File: src/rtl/cmd_rx_pkg.sv
package cmd_rx_pkg;
  localparam int CMD_W = 8;
  localparam logic [CMD_W-1:0] OP_STEREO   = 8'h28;
  localparam logic [CMD_W-1:0] OP_LEFT_DUP = 8'h29;
  localparam logic [CMD_W-1:0] OP_PORT_DIR = 8'hDB;
  localparam logic [CMD_W-1:0] OP_BRK_MODE = 8'hC5;
  localparam logic [CMD_W-1:0] OP_BRAKE    = 8'h06;

  typedef struct packed {
    logic             valid;
    logic [CMD_W-1:0] op;
    logic [CMD_W-1:0] arg;
    logic             arg_vld;
  } cmd_t;
endpackage

File: src/rtl/cmd_rx_sync.sv
module cmd_rx_sync #(
  parameter int W      = 3,
  parameter int STAGES = 2
) (
  input  logic         clk_i,
  input  logic         rst_ni,
  input  logic [W-1:0] async_i,
  output logic [W-1:0] lvl_o,
  output logic [W-1:0] rise_o,
  output logic [W-1:0] fall_o
);
  logic [W-1:0] stg_q [STAGES];
  logic [W-1:0] dly_q;

  for (genvar s = 0; s < STAGES; s++) begin : g_stage
    if (s == 0) begin : g_first
      always_ff @(posedge clk_i or negedge rst_ni)
        if (!rst_ni) stg_q[s] <= '0;
        else         stg_q[s] <= async_i;
    end else begin : g_next
      always_ff @(posedge clk_i or negedge rst_ni)
        if (!rst_ni) stg_q[s] <= '0;
        else         stg_q[s] <= stg_q[s-1];
    end
  end

  always_ff @(posedge clk_i or negedge rst_ni)
    if (!rst_ni) dly_q <= '0;
    else         dly_q <= stg_q[STAGES-1];

  assign lvl_o  = stg_q[STAGES-1];
  assign rise_o = stg_q[STAGES-1] & ~dly_q;
  assign fall_o = ~stg_q[STAGES-1] & dly_q;
endmodule

File: src/rtl/cmd_rx_framer.sv
module cmd_rx_framer
  import cmd_rx_pkg::*;
(
  input  logic clk_i,
  input  logic rst_ni,
  input  logic wen_lvl_i,
  input  logic wen_rise_i,
  input  logic wen_fall_i,
  input  logic sclk_rise_i,
  input  logic sdat_i,
  output cmd_t cmd_o
);
  localparam int CNT_W = $clog2(CMD_W);

  logic [CMD_W-1:0] sh_q;
  logic [CNT_W-1:0] cnt_q;
  logic [1:0]       nbytes_q;
  logic [CMD_W-1:0] op_q, arg_q;
  logic [CMD_W-1:0] sh_nxt;

  assign sh_nxt = {sh_q[CMD_W-2:0], sdat_i};

  always_ff @(posedge clk_i or negedge rst_ni) begin
    if (!rst_ni) begin
      sh_q     <= '0;
      cnt_q    <= '0;
      nbytes_q <= '0;
      op_q     <= '0;
      arg_q    <= '0;
    end else if (wen_rise_i) begin
      cnt_q    <= '0;
      nbytes_q <= '0;
    end else if (wen_lvl_i && sclk_rise_i && nbytes_q != 2'd2) begin
      sh_q <= sh_nxt;
      if (cnt_q == CNT_W'(CMD_W - 1)) begin
        cnt_q    <= '0;
        nbytes_q <= nbytes_q + 2'd1;
        if (nbytes_q == 2'd0) op_q  <= sh_nxt;
        else                  arg_q <= sh_nxt;
      end else begin
        cnt_q <= cnt_q + CNT_W'(1);
      end
    end
  end

  // partial first byte leaves nbytes at zero: nothing runs
  assign cmd_o.valid   = wen_fall_i && nbytes_q != 2'd0;
  assign cmd_o.op      = op_q;
  assign cmd_o.arg     = arg_q;
  assign cmd_o.arg_vld = nbytes_q == 2'd2;


  idle_hold_chk: assert property (@(posedge clk_i) disable iff (!rst_ni)
    (!wen_lvl_i && !wen_rise_i) |=> ($stable(sh_q) && $stable(cnt_q)));


  byte_cap_chk: assert property (@(posedge clk_i) disable iff (!rst_ni)
    (nbytes_q == 2'd2 && !wen_rise_i) |=> (nbytes_q == 2'd2 && $stable(arg_q)));
endmodule

File: src/rtl/cmd_rx_decode.sv
module cmd_rx_decode
  import cmd_rx_pkg::*;
#(
  parameter int NPORTS   = 4,
  parameter int PORT_LSB = 2
) (
  input  logic              clk_i,
  input  logic              rst_ni,
  input  cmd_t              cmd_i,
  output logic              route_mono_o,
  output logic [NPORTS-1:0] port_dir_o,
  output logic              brake_mode_o,
  output logic              brake_pulse_o,
  output logic              cmd_done_o,
  output logic [CMD_W-1:0]  cmd_op_o
);
  logic              mono_q, bmode_q, pulse_q, done_q;
  logic [NPORTS-1:0] dir_q;
  logic [CMD_W-1:0]  op_q;

  always_ff @(posedge clk_i or negedge rst_ni) begin
    if (!rst_ni) begin
      mono_q  <= 1'b0;
      dir_q   <= '0;
      bmode_q <= 1'b0;
      pulse_q <= 1'b0;
      done_q  <= 1'b0;
      op_q    <= '0;
    end else begin
      pulse_q <= 1'b0;
      done_q  <= 1'b0;
      if (cmd_i.valid) begin
        unique case (cmd_i.op)
          OP_STEREO:   begin mono_q <= 1'b0; done_q <= 1'b1; op_q <= cmd_i.op; end
          OP_LEFT_DUP: begin mono_q <= 1'b1; done_q <= 1'b1; op_q <= cmd_i.op; end
          OP_BRK_MODE: begin bmode_q <= 1'b1; done_q <= 1'b1; op_q <= cmd_i.op; end
          OP_BRAKE:    begin pulse_q <= 1'b1; done_q <= 1'b1; op_q <= cmd_i.op; end
          OP_PORT_DIR: if (cmd_i.arg_vld) begin
            dir_q  <= cmd_i.arg[PORT_LSB +: NPORTS];
            done_q <= 1'b1;
            op_q   <= cmd_i.op;
          end
          default: ;
        endcase
      end
    end
  end

  assign route_mono_o  = mono_q;
  assign port_dir_o    = dir_q;
  assign brake_mode_o  = bmode_q;
  assign brake_pulse_o = pulse_q;
  assign cmd_done_o    = done_q;
  assign cmd_op_o      = op_q;


  mode_hold_chk: assert property (@(posedge clk_i) disable iff (!rst_ni)
    !cmd_i.valid |=> $stable({mono_q, dir_q, bmode_q}));


  bmode_sticky_chk: assert property (@(posedge clk_i) disable iff (!rst_ni)
    bmode_q |=> bmode_q);


  pulse_single_chk: assert property (@(posedge clk_i) disable iff (!rst_ni)
    pulse_q |=> !pulse_q);


  done_match_chk: assert property (@(posedge clk_i) disable iff (!rst_ni)
    pulse_q |-> (done_q && op_q == OP_BRAKE));
endmodule

File: src/rtl/cmd_rx_top.sv
module cmd_rx_top
  import cmd_rx_pkg::*;
#(
  parameter int SYNC_STAGES = 2,
  parameter int NPORTS      = 4,
  parameter int PORT_LSB    = 2
) (
  input  logic              clk_i,
  input  logic              rst_ni,
  input  logic              wen_i,
  input  logic              sclk_i,
  input  logic              sdat_i,
  output logic              route_mono_o,
  output logic [NPORTS-1:0] port_dir_o,
  output logic              brake_mode_o,
  output logic              brake_pulse_o,
  output logic              cmd_done_o,
  output logic [CMD_W-1:0]  cmd_op_o
);
  localparam int IDX_WEN = 0;
  localparam int IDX_CLK = 1;
  localparam int IDX_DAT = 2;

  logic [2:0] lvl, rise, fall;
  cmd_t       cmd;

  cmd_rx_sync #(.W(3), .STAGES(SYNC_STAGES)) u_sync (
    .clk_i   (clk_i),
    .rst_ni  (rst_ni),
    .async_i ({sdat_i, sclk_i, wen_i}),
    .lvl_o   (lvl),
    .rise_o  (rise),
    .fall_o  (fall)
  );

  cmd_rx_framer u_framer (
    .clk_i       (clk_i),
    .rst_ni      (rst_ni),
    .wen_lvl_i   (lvl[IDX_WEN]),
    .wen_rise_i  (rise[IDX_WEN]),
    .wen_fall_i  (fall[IDX_WEN]),
    .sclk_rise_i (rise[IDX_CLK]),
    .sdat_i      (lvl[IDX_DAT]),
    .cmd_o       (cmd)
  );

  cmd_rx_decode #(.NPORTS(NPORTS), .PORT_LSB(PORT_LSB)) u_decode (
    .clk_i         (clk_i),
    .rst_ni        (rst_ni),
    .cmd_i         (cmd),
    .route_mono_o  (route_mono_o),
    .port_dir_o    (port_dir_o),
    .brake_mode_o  (brake_mode_o),
    .brake_pulse_o (brake_pulse_o),
    .cmd_done_o    (cmd_done_o),
    .cmd_op_o      (cmd_op_o)
  );


  exec_on_fall_chk: assert property (@(posedge clk_i) disable iff (!rst_ni)
    cmd.valid |-> (!lvl[IDX_WEN] && $past(lvl[IDX_WEN])));
endmodule

File: config.mk
export PLATFORM = sky130hd
export DESIGN_NAME = cmd_rx_top
export DESIGN_NICKNAME = d
export VERILOG_FILES = /design/src/rtl/cmd_rx_pkg.sv /design/src/rtl/cmd_rx_sync.sv /design/src/rtl/cmd_rx_framer.sv /design/src/rtl/cmd_rx_decode.sv /design/src/rtl/cmd_rx_top.sv
export SDC_FILE = /design/constraint.sdc
export NUM_CORES = 1
export LEC_CHECK = 0
export BUFFER_PORTS_ARGS = -buffer_cell sky130_fd_sc_hd__buf_2
export CORE_ASPECT_RATIO = 1.5
export CORE_MARGIN = 2
export CORE_UTILIZATION = 50
export CTS_CLUSTER_DIAMETER = 120
export DETAILED_ROUTE_END_ITERATION = 10
export PLACE_DENSITY = 0.7
export SKIP_LAST_GASP = 1
export SLEW_MARGIN = 10
export SYNTH_ARGS = -nofsm -noshare
export SYNTH_HDL_FRONTEND = slang
export SYNTH_SLANG_ARGS = --single-unit
File: constraint.sdc
create_clock -name clk_i -period 3.45 [get_ports clk_i]
set_input_delay 0.345 -clock clk_i [delete_from_list [all_inputs] [get_ports clk_i]]
set_output_delay 0.345 -clock clk_i [all_outputs]
set_load 0.005 [all_outputs]
==> key figures, run 1 <==
Outcome
  – Outcome: finished, final reports clean

Worst setup path
  – Max stage delay cell, worst path: or4b_4
  – Sum of buffers and inverters on the critical path: 1
  – CP required: 3.63 ns
  – Slowest Stage Delay on Critical Path: 0.55 ns
  – CP max FO: 6
  – Setup crit start kind: flip-flop
  – R2R setup slack: 0.96 ns
  – Worst path arrival time: 2.67 ns
  – Worst Setup End Kind: flip-flop
  – Largest delay contributor family on the critical path: simple AND/OR/NAND/NOR gates
  – Cell Chain, Critical Path: inv_1 -> ha_1 -> or3b_1 -> or4b_4 -> nor2_1 -> mux2_2
  – Crit Path Category: reg2reg

Yosys
  – Mapped cell area: 1890 um2
  – Average cell area after synthesis: 13.2 um2
  – Yosys reg bits: 48
  – YS warnings: 0
  – Most frequent cell after synthesis: dfrtp_1
  – Area fraction of the dominant cell type after synthesis: 63.6%
  – Main synth FF type: dfrtp_1
  – Seq/Total Area, Yosys: 63.6%
  – Synth cell types: 35
  – Post-Syn Instances: 143
  – Yosys top cell by area: dfrtp_1
  – Mapped Nets: 152
  – Synth cell count leaders: 48 x dfrtp_1, 27 x nand2_1, 17 x mux2_2
  – Asr flop ratio synth: 100%
  – Post-synth EDFFs: 0
  – Synth top area cells: dfrtp_1 64%, mux2_2 10%, nand2_1 5.4%, ha_1 2.6%, a21o_2 1.9%

Layout
  – Nets: 177
  – Layout area overhead: 12.1%
  – Share of cells above drive strength 1: 33.1%
  – Register area: 1200 um2
  – Fillers: 301
  – Diodes inserted: 0
  – Final cell utilization of the core: 58.1%
  – Design area: 2120 um2
  – Area of the multi-input gates: 658 um2

CTS
  – Worst skew pair latency: 0.29 ns
  – Post-CTS Hold Buffers: 0
  – Number of H-tree levels: 2
  – CTS sink cnt: 48
  – Clock transition at path regs: 0.08 ns
  – CTS tree: done
  – Max Root-Sink Buffers: 2
  – Post-CTS Setup Bufs: 0
  – Clock Root Buffer: clkbuf_8
  – Cts bufs inserted: 5
  – Post-CTS Resized: 0

Global routing
  – GR Util All Layers: 17.6%
  – Final global-route overflow total: 0
  – Largest net degree at the start of global routing: 49
  – First-pass GRT wire length: 5.53 mm
  – Number of global-route vias before repair: 1,212
  – Initial antenna violation count: 0

STA
  – Setup Viol. Count Final: 0
  – Max transition margin: 32.0%
  – FMAX: 402 MHz
  – Slew @ Worst Pin: 1.02 ns
  – Unrepaired setup endpoints after global routing: false
  – Setup total negative slack: 0 ns
  – Final Critical Period: 2.49 ns
  – Final hold vios: 0
  – Fin. max-slew vios: 0
  – Clock Skew: 0.00491 ns
  – Tcrit/Tclk final: 72.1%
  – Setup slack after layout: 0.964 ns

Die
  – Die W: 54.2 um
  – Die ar.: 4300 um2
  – Cell Rows: 27
  – Initial core utilization: 51.8%
  – Core Footprint: 3650 um2
  – IO Pins: 21
  – Height of the die: 79.3 um

Pwr
  – Leakage: 0.00115 uW
  – Peak supply drop: 0.000406 V
  – Pwr Density: 456 nW/um2

Detailed routing
  – Total Wirelength: 3.26 mm
  – Vias: 1,164
  – Post-route antenna net violation count: 0
  – First-pass DRT Iterations: 2
  – Vias per inst: 5.49
  – WL per Instance: 15.4 um
  – Initial DRC count: 18
  – DRC violations left: 0

Placement
  – GPL Wtd Cong: 0.788
  – Post-place setup slack: 0.978 ns
  – # port buffers: 20
  – Post-DP HPWL: 2.46 mm
  – Placed Area: 2030 um2

Flow run
  – MaxCap Viol Count: 0

Hold path
  – Hold Crit Class: in2reg
-- cells by family after synthesis --
kind of cell / count (synthesis) / synth area share, %
AO/OA/AOI/OAI: 14 / 5.83
XOR/XNOR: 1 / 0.464
adder cells (fa/ha/maj): 4 / 2.65
buffers and inverters: 6 / 1.59
flip-flops: 48 / 63.6
multiplexers: 19 / 11.7
AND/OR/NAND/NOR: 51 / 14.2
-- metal layers --
| metal | part of all wire [%] | vias to the layer above | global-route usage, % |
|---|---|---|---|
| met4 | 2.6 | 0 | 6.50 |
| li1 | - | 542 | - |
| met2 | 55 | 24 | 30.4 |
| met1 | 39 | 591 | 20.5 |
| met5 | 0 | - | 0 |
| met3 | 3.0 | 7 | 3.95 |
-- cell usage in the layout, fill, tap and decap left out --
master and count:
a31oi_1 1, inv_1 4, xnor2_1 1, or3b_1 1, mux2_2 17, and2_2 1, clkbuf_1 2, nor2b_1 1
o21ai_0 1, dfrtp_1 48, and4b_1 1, buf_2 20, nand3_1 3, nand2_1 27, or4b_2 1, or4_2 1
nor2_1 6, o22a_1 1, clkbuf_8 6, ha_1 4, nor4_1 1, a21boi_0 1, a21o_2 4, a22o_1 2
or4b_4 1, or3_1 1, and2_1 1, a21oi_1 1, o31ai_1 1, or2_2 1, mux2_4 2, and4bb_2 1
and2b_2 1, a211o_1 2, nor4bb_1 1, nor3b_1 1
-- final timing paths --
path,startpoint,end,depth (start not counted)
setup / recovery,u_framer.nbytes_q[1]$_DFFE_PN0P_,u_decode.port_dir_o[1]$_DFFE_PN0P_,6
hold / removal,sdat_i,u_sync.stg_q[5]$_DFF_PN0_,1
setup reg to reg,u_framer.nbytes_q[1]$_DFFE_PN0P_,u_decode.port_dir_o[1]$_DFFE_PN0P_,6
hold reg to reg,u_sync.stg_q[3]$_DFF_PN0_,u_sync.lvl_o[0]$_DFF_PN0_,0
max in group asynchronous,rst_ni,u_framer.sh_q[4]$_DFFE_PN0P_,1
min in group asynchronous,rst_ni,u_decode.cmd_op_o[0]$_DFFE_PN0P_,1
-- metrics by stage --
stage,hold WS (ns),power (uW),instances
2_1_floorplan,0.0494,621,143
3_3_place_gp,0.333,642,204
3_5_place_dp,0.341,646,204
4_1_cts,0.143,974,212
5_1_grt,0.140,1010,212
6_report,0.148,965,212
-- where the power goes --
group          switching (uW)  total, uW  internal [uW]
Sequential               19.5        601            582
Combinational            21.3       32.0           10.7
Clock                     168        332            163
-- final cells by class --
cell class	count	share of cell area, %
sequential	48	56.7
multi-input combinational	89	31.1
timing repair buffer	20	4.73
clock buffer	8	4.25
tap	43	2.54
inverter	4	0.709
-- sequential cells by signal, indices dropped and copies added, names as in the netlist, 3 cells and up --
register and flops:
u_sync.stg_q 3, u_framer.arg_q 4, u_decode.cmd_op_o 8, u_sync.lvl_o 3
u_framer.cnt_q 3, u_framer.op_q 8, u_framer.sh_q 7, u_decode.port_dir_o 4
Power figures use the tool's default switching activity.
==> run 2, diff against run 1 <==
--- a/config.mk
+++ b/config.mk
@@ -11,7 +11,7 @@
 export CORE_UTILIZATION = 50
 export CTS_CLUSTER_DIAMETER = 120
 export DETAILED_ROUTE_END_ITERATION = 10
-export PLACE_DENSITY = 0.7
+export PLACE_DENSITY = 0.72
 export SKIP_LAST_GASP = 1
 export SLEW_MARGIN = 10
 export SYNTH_ARGS = -nofsm -noshare
==> constraint.sdc (replaced) <==
create_clock -name clk_i -period 2.18 [get_ports clk_i]
set_input_delay 0.218 -clock clk_i [delete_from_list [all_inputs] [get_ports clk_i]]
set_output_delay 0.218 -clock clk_i [all_outputs]
set_load 0.005 [all_outputs]
==> run 2 against run 1 <==
  * Sequential power increased by 58%
  * Critical endpoint is now u_decode.cmd_op_o[1]$_DFFE_PN0P_
  * Sequential share of layout area decreased by 3.5 points
  * Wire length increased by 11%
  * Non-clock buffer count increased by 12
  * Utilization increased by 3.8 points
  * Die area unchanged
  * Cell count increased by 6.1%
  * Setup slack got worse by 0.96 ns
  * Fmax increased by 14%
  * Global-route usage increased by 1.7 points
  * Total power increased by 60%
==> key figures, run 2 (same netlist as run 1, synthesis figures left out) <==
Detailed routing
  – First-pass DRT Iterations: 4
  – Post-route antenna net violation count: 0
  – Vias: 1,236
  – Total Wirelength: 3.62 mm
  – Vias per inst: 5.49
  – WL per Instance: 16.1 um
  – Initial DRC count: 23
  – DRC violations left: 0

STA
  – Unrepaired setup endpoints after global routing: true
  – Slew @ Worst Pin: 0.914 ns
  – Hold Worst Slack: 0.0242 ns
  – Tcrit/Tclk final: 99.6%
  – Clock Skew: 0.00736 ns
  – Setup total negative slack: 0 ns
  – FMAX: 460 MHz
  – Fin. max-slew vios: 0
  – Max transition margin: 39.1%
  – Setup Viol. Count Final: 0
  – Final Critical Period: 2.17 ns
  – Final hold vios: 0

Worst setup path
  – Slowest Stage Delay on Critical Path: 0.54 ns
  – CP max FO: 5
  – Worst reg2reg path startpoint: u_framer.nbytes_q[1]$_DFFE_PN0P_
  – Setup crit start kind: flip-flop
  – Sum of buffers and inverters on the critical path: 1
  – CP Launch Point: u_framer.nbytes_q[1]$_DFFE_PN0P_
  – Worst path arrival time: 2.36 ns
  – Cell Chain, Critical Path: inv_1 -> ha_2 -> or3b_4 -> or4b_4 -> o22a_4 -> mux2_4
  – Worst Setup End Kind: flip-flop
  – Crit Path Category: reg2reg
  – Max stage delay cell, worst path: or4b_4
  – CP required: 2.37 ns
  – Largest delay contributor family on the critical path: simple AND/OR/NAND/NOR gates

Die
  – Die ar.: 4300 um2
  – Height of the die: 79.3 um
  – IO Pins: 21
  – Cell Rows: 27
  – Core Footprint: 3650 um2
  – Die W: 54.2 um
  – Initial core utilization: 51.8%

Global routing
  – GR Util All Layers: 19.3%
  – First-pass GRT wire length: 5.88 mm
  – Final global-route overflow total: 0
  – Initial antenna violation count: 0
  – Largest net degree at the start of global routing: 43
  – Number of global-route vias before repair: 1,301

Hold path
  – Hold Crit Class: in2reg
  – Worst Hold Launch: sdat_i

Pwr
  – Total chip power: 1540 uW
  – Peak supply drop: 0.000578 V
  – Pwr Density: 684 nW/um2
  – Leakage: 0.00122 uW

Placement
  – Post-DP HPWL: 2.57 mm
  – Placed Area: 2100 um2
  – # port buffers: 20
  – GPL Wtd Cong: 0.750

Flow run
  – MaxCap Viol Count: 0

CTS
  – Post-CTS Hold Buffers: 0
  – Clock transition at path regs: 0.09 ns
  – Cts bufs inserted: 5
  – CTS tree: done
  – Clock Root Buffer: clkbuf_8
  – Number of H-tree levels: 2
  – Max Root-Sink Buffers: 2
  – Worst skew pair latency: 0.30 ns
  – CTS sink cnt: 48

Layout
  – Most frequent cells in the layout: 48 x dfrtp_1, 27 x nand2_1, 20 x buf_2, 14 x mux2_2, 12 x buf_4
  – Nets: 190
  – Layout area overhead: 19.4%
  – Most common cell after layout, fill and taps aside: dfrtp_1
  – Design area: 2260 um2
  – Diodes inserted: 0
  – Share of cells above drive strength 1: 41.8%

Outcome
  – Outcome: finished, final reports clean
run 2: changes by cell type in the layout (fill, tap and decap cells not counted), sizes merged:
cell	previous run	this run
buf	20	32
clkinv	0	2
o22a	1	2
clkbuf	8	6
run 2: path summary, 6_finish.rpt:
path | endpoint | slack [ns] | cells past startpoint
max | u_decode.cmd_op_o[1]$_DFFE_PN0P_ | 0.008 | 6
min | u_sync.stg_q[5]$_DFF_PN0_ | 0.02 | 1
max reg2reg | u_decode.cmd_op_o[1]$_DFFE_PN0P_ | 0.008 | 6
min reg2reg | u_sync.lvl_o[0]$_DFF_PN0_ | 0.36 | 0
max in group asynchronous | u_sync.lvl_o[0]$_DFF_PN0_ | 1.48 | 2
min in group asynchronous | u_decode.cmd_op_o[5]$_DFFE_PN0P_ | 0.04 | 1
run 2: timing repair:
action | in CTS | in global routing
gates cloned | 1 | 0
setup endpoints to repair | 12 | 8
setup buffers | 2 | 1
pin swaps | 5 | 2
gates resized for setup | 6 | 3
run 2: report_power, final:
group	leakage (uW)	switching [uW]	internal [uW]
Clock	0.0000510	283	253
Sequential	0.000648	29.8	920
Combinational	0.000524	37.0	20.0
run 2: stage by stage:
stage               cells  setup slack, ns  util [%]
CTS                   224          -0.0294      61.3
finish                225          0.00793      61.8
global placement      213          -0.0819      57.6
detailed placement    213           -0.167      57.6
global route          225          -0.0492      61.8
floorplan             143          -0.0359         -
run 2: layout make-up:
type	instances	area (um2)
Tap cell	43	53.8
Inverter	4	15.0
Timing Repair Buffer	32	190
Multi-Input combinational cell	90	703
Fill cell	277	1390
Clock buffer	6	82.6
Clock inverter	2	10.0
Sequential cell	48	1200
run 2: metal layers:
metal	routed length [um]	up-vias	global-route usage, %	share of wire [%]
met1	1370	624	21.6	38
met2	2030	29	32.5	56
li1	-	572	-	-
met4	104	0	10.3	2.9
met5	0	-	0	0
met3	120	11	4.51	3.3
